## src/rtl/arb_pkg.sv

```systemverilog
package arb_pkg;
  localparam int unsigned ARB_W_DEF      = 4;
  localparam int unsigned ARB_SETTLE_DEF = 4;

  function automatic int unsigned cnt_bits(input int unsigned limit);
    return (limit < 2) ? 1 : $clog2(limit + 1);
  endfunction
endpackage

```

## src/rtl/arb_withdraw.sv

```systemverilog
module arb_withdraw #(
  parameter int unsigned W = 4
) (
  input  logic [W-1:0] own_id,
  input  logic [W-1:0] sensed,
  output logic [W-1:0] next_drive
);
  logic [W:0] kill;

  assign kill[W] = 1'b0;

  genvar b;
  generate
    for (b = W - 1; b >= 0; b--) begin : g_bit
      assign kill[b]       = kill[b+1] | (~own_id[b] & sensed[b]);
      assign next_drive[b] = own_id[b] & ~kill[b];
    end
  endgenerate
endmodule

```

## src/rtl/arb_settle.sv

```systemverilog
module arb_settle #(
  parameter int unsigned W      = 4,
  parameter int unsigned SETTLE = 4
) (
  input  logic         clk,
  input  logic         rst,
  input  logic         clear,
  input  logic         track,
  input  logic [W-1:0] sensed,
  output logic         settled
);
  import arb_pkg::*;
  localparam int unsigned CW  = cnt_bits(SETTLE);
  localparam logic [CW-1:0] LIM = CW'(SETTLE - 1);

  logic [W-1:0]  prev_q;
  logic [CW-1:0] cnt_q;
  logic          same;

  assign same    = (sensed == prev_q);
  assign settled = track && same && (cnt_q >= LIM);

  always_ff @(posedge clk) begin
    if (rst || clear) begin
      prev_q <= '0;
      cnt_q  <= '0;
    end else if (track) begin
      prev_q <= sensed;
      if (!same)
        cnt_q <= '0;
      else if (cnt_q < LIM)
        cnt_q <= cnt_q + 1'b1;
    end
  end
endmodule

```

## src/rtl/arb_node.sv

```systemverilog
module arb_node #(
  parameter int unsigned W      = 4,
  parameter int unsigned SETTLE = 4
) (
  input  logic         clk,
  input  logic         rst,
  input  logic         start_i,
  input  logic [W-1:0] id_i,
  input  logic [W-1:0] line_sense_i,
  output logic [W-1:0] line_drive_o,
  output logic         won_o
);
  logic         active_q, done_q, won_q;
  logic [W-1:0] id_q, drive_q, drive_next;
  logic         settled;

  arb_withdraw #(.W(W)) u_withdraw (
    .own_id     (id_q),
    .sensed     (line_sense_i),
    .next_drive (drive_next)
  );

  arb_settle #(.W(W), .SETTLE(SETTLE)) u_settle (
    .clk     (clk),
    .rst     (rst),
    .clear   (~active_q),
    .track   (active_q & ~done_q),
    .sensed  (line_sense_i),
    .settled (settled)
  );

  always_ff @(posedge clk) begin
    if (rst || !start_i) begin
      active_q <= 1'b0;
      done_q   <= 1'b0;
      won_q    <= 1'b0;
      id_q     <= '0;
      drive_q  <= '0;
    end else if (!active_q) begin
      active_q <= 1'b1;
      id_q     <= id_i;
      drive_q  <= id_i;
    end else if (!done_q) begin
      drive_q <= drive_next;
      if (settled) begin
        done_q <= 1'b1;
        won_q  <= (line_sense_i == id_q);
      end
    end
  end

  assign line_drive_o = drive_q;
  assign won_o        = won_q;
endmodule

```

## config.mk

```make
export PLATFORM = sky130hd
export DESIGN_NAME = arb_node
export DESIGN_NICKNAME = d
export VERILOG_FILES = /design/src/rtl/arb_pkg.sv /design/src/rtl/arb_withdraw.sv /design/src/rtl/arb_settle.sv /design/src/rtl/arb_node.sv
export SDC_FILE = /design/constraint.sdc
export NUM_CORES = 1
export LEC_CHECK = 0
export BUFFER_PORTS_ARGS = -buffer_cell sky130_fd_sc_hd__buf_2
export CAP_MARGIN = 20
export CORE_AREA = 2 2 42 52
export CTS_CLUSTER_SIZE = 10
export DETAILED_ROUTE_END_ITERATION = 10
export DIE_AREA = 0 0 44 54
export GPL_TIMING_DRIVEN = 0
export MAX_ROUTING_LAYER = met4
export PLACE_DENSITY = 0.72
export SETUP_SLACK_MARGIN = 0.1
export SLEW_MARGIN = 20
export SYNTH_ARGS = -nofsm -noshare
export SYNTH_HDL_FRONTEND = slang
export SYNTH_SLANG_ARGS = --single-unit
```

## constraint.sdc

```tcl
create_clock -name clk -period 2.85 [get_ports clk]
set_clock_uncertainty 0.15 [all_clocks]
set_input_delay 0.57 -clock clk [delete_from_list [all_inputs] [get_ports clk]]
set_output_delay 0.57 -clock clk [all_outputs]
set_load 0.005 [all_outputs]
```

==> results.md <==
- Status: complete, no violations
- Critical Path AT: 1.74 ns
- Total of hold buffers inserted after clock tree synthesis: 0
- RSZ-0062 raised after global routing: false
- Post-Place Worst Slack: 0.866 ns
- Crit path max fanout: 5
- ANT nets after route: 0
- Core Area: 0.00194 mm²
- Register area share after synthesis: 40.8%
- Series of cell instances along the critical path: buf_2 > xnor2_1 > nand4_2 > or4_1 > o22ai_1
- Maximum capacitance violations: 0
- Root Buffer Master: clkbuf_4
- Post-Syn Area per Cell: 9.11 µm²
- Number of port buffers: 15
- CTS tree: yes
- Final Util: 52.6%
- Number of inserted diodes: 0
- Half-perimeter wire length of the detailed placement result: 1370 µm
- Sum of buffers and inverters on the critical path: 1
- Number of buffers on the longest clock path: 2
- Maximum number of pins on one net before global-route repair: 11
- Initial antenna violation count: 0
- Routed wire length per instance: 12.4 µm
- Area grow syn2layout: 15.4%
- Drt drc: 0
- Max H-tree Level: 1
- Min-Delay Path Class: flop to flop
- Post-Synthesis Cells: 97
- Post-CTS Repair Setup Buffers: 0
- Standard-cell row count: 18
- Final hold vios: 0
- Static leakage power: 0.400 nW
- Height of the die: 54 µm
- Via count of the first global-routing pass: 715
- Detailed-route wire length: 1690 µm
- Number of I/O pins: 16
- Count of distinct cell types in the synthesized netlist: 31
- Crit path max-delay cell type: or4_1
- Fin worst setup slack: 1.18 ns
- Worst-Margin Slew: 0.515 ns
- Startpoint type of the worst setup path: primary input
- First-pass GRT wire length: 2790 µm
- Starting density of the core: 45.6%
- CTS resizes: 0
- VDD IR max: 0.299 mV
- Crit path largest cell delay: 0.54 ns
- Total of flip-flops plus latches after synthesis: 18
- Count of synthesis-stage warnings from yosys: 0
- Syn Nets: 114
- Final #Nets: 134
- Clock insertion delay at the later pin of the skew report: 0.29 ns
- Family with the most delay on the worst path: simple AND/OR/NAND/NOR gates
- Final Cycle Share: 58.5%
- Overall fraction of global-route tracks in use: 16.5%
- Kind of end point of the critical path: flop
- Total clock buffers created by CTS: 3
- Via density per instance: 5.60
- Fraction of final layout cells sized beyond drive strength 1: 21.6%
- Sum Neg Setup Slack: 0 ns
- Final setup violation count: 0
- Max-slew violation count: 0
- GP Congestion: 0.783
- Worst slew margin relative to its limit: 65.7%
- Via count of the routed design: 761
- Die area: 0.00238 mm²
- Maximum clock rate: 0.599 GHz
- Power per unit of standard cell area: 461 mW/mm²
- Horizontal die dimension: 44 µm
- Sink count of the clock tree: 18
- Clock-pin slew of the registers on the worst-case setup and hold paths: 0.10 ns
- Grt ovf: 0
- Detailed-routing iteration count for the pre-antenna-repair pass: 4
- Type of the setup path with the least slack: primary input to flop
- Final critical delay including setup and external delays: 1.67 ns
- Initial DRC count: 20
- Worst Path Required: 2.92 ns
- Area of the mapped netlist: 883 µm²
## per-layer routing
metal	part of all wire [%]	GRT usage [%]	vias to the layer above
li1	-	-	376
met4	1.3	7.58	0
met5	0	-	-
met2	54	31.4	20
met1	40	16.5	359
met3	4.3	2.01	6
## stage by stage
step	area (µm²)	hold WS [ns]	instances	total power [mW]
2_1_floorplan	883	0.308	97	0.299
3_3_place_gp	983	0.313	132	0.317
3_5_place_dp	983	0.329	132	0.320
4_1_cts	1020	0.344	136	0.476
5_1_grt	1020	0.360	136	0.491
6_report	1020	0.337	136	0.470
## registers in the layout, summed over array words and instances (netlist names)
register / count
id_q: 4
line_drive_o: 4
u_settle.prev_q: 4
u_settle.cnt_q: 3
active_q: 1
done_q: 1
won_o: 1
## logic make-up after synthesis
logic type	after synthesis	synth area share, %
AO/OA/AOI/OAI	18	12.5
XOR/XNOR	4	4.82
adder cells (fa/ha/maj)	6	8.50
buffers and inverters	10	4.39
flip-flops	18	40.8
multiplexers	7	7.93
AND/OR/NAND/NOR	34	21.1
## power breakdown
part	internal [mW]	leakage, nW	switching (mW)	total (mW)
Sequential	0.259	0.147	0.00512	0.264
Clock	0.0778	0.0210	0.0788	0.157
Combinational	0.0233	0.233	0.0267	0.0500
## cells in the final DEF, fill, tap and decap left out, types with 2 or more instances in the layout
| cell | n |
|---|---|
| nand3_1 | 2 |
| mux2i_1 | 7 |
| o21ai_0 | 2 |
| clkbuf_1 | 2 |
| inv_1 | 6 |
| or4_1 | 2 |
| buf_2 | 16 |
| nor3_1 | 3 |
| xnor2_1 | 3 |
| a211oi_1 | 3 |
| a31oi_1 | 2 |
| nor2b_1 | 2 |
| clkbuf_4 | 3 |
| nand2_1 | 4 |
| ha_1 | 6 |
| nand2b_1 | 3 |
| a21oi_1 | 7 |
| dfxtp_1 | 18 |
| nor2_1 | 11 |
## worst min-delay path, cell delays in order (launching register included)
cell and delay, ns:
dfxtp_1 0.33, nand2_1 0.05, o22ai_1 0.07
## cell type report
class | instances | area (µm²)
Buffer | 4 | 16.3
Timing Repair Buffer | 15 | 75.1
Tap cell | 20 | 25.0
Fill cell | 183 | 917
Clock buffer | 4 | 36.3
Inverter | 6 | 22.5
Multi-Input combinational cell | 69 | 484
Sequential cell | 18 | 360
## cells in the mapped netlist
cell / count / area (µm²)
nor3_1: 3 / 15.0
mux2i_1: 7 / 70.1
a21o_2: 1 / 8.76
o21ai_0: 2 / 10.0
xnor2_2: 1 / 16.3
buf_2: 1 / 5.00
ha_1: 6 / 75.1
nor4_1: 1 / 6.26
o22ai_1: 1 / 6.26
nand2_1: 4 / 15.0
nand3_1: 2 / 10.0
nand4_2: 1 / 12.5
nor2b_1: 2 / 12.5
dfxtp_1: 18 / 360
nand2b_2: 1 / 8.76
xnor2_1: 3 / 26.3
buf_1: 1 / 3.75
nand3b_1: 1 / 7.51
a211oi_1: 3 / 22.5
a31oi_1: 2 / 12.5
or4_1: 2 / 15.0
nand4b_1: 1 / 8.76
clkbuf_1: 2 / 7.51
o21a_1: 1 / 7.51
nand4_1: 1 / 6.26
or3b_2: 1 / 8.76
a21oi_1: 7 / 35.0
inv_1: 6 / 22.5
a21o_1: 1 / 7.51
nand2b_1: 3 / 18.8
nor2_1: 11 / 41.3
## final timing paths
path                                                 startpoint                 end  slack [ns]  cells after the start
worst min-delay path                         won_o$_SDFFE_PN0P_  won_o$_SDFFE_PN0P_        0.34                      2
worst max-delay path                            line_sense_i[1]  won_o$_SDFFE_PN0P_        1.18                      5
worst min register to register               won_o$_SDFFE_PN0P_  won_o$_SDFFE_PN0P_        0.34                      2
worst max register to register  u_settle.prev_q[0]$_SDFFE_PP0P_  won_o$_SDFFE_PN0P_        1.21                      4
Power figures use the tool's default switching activity.
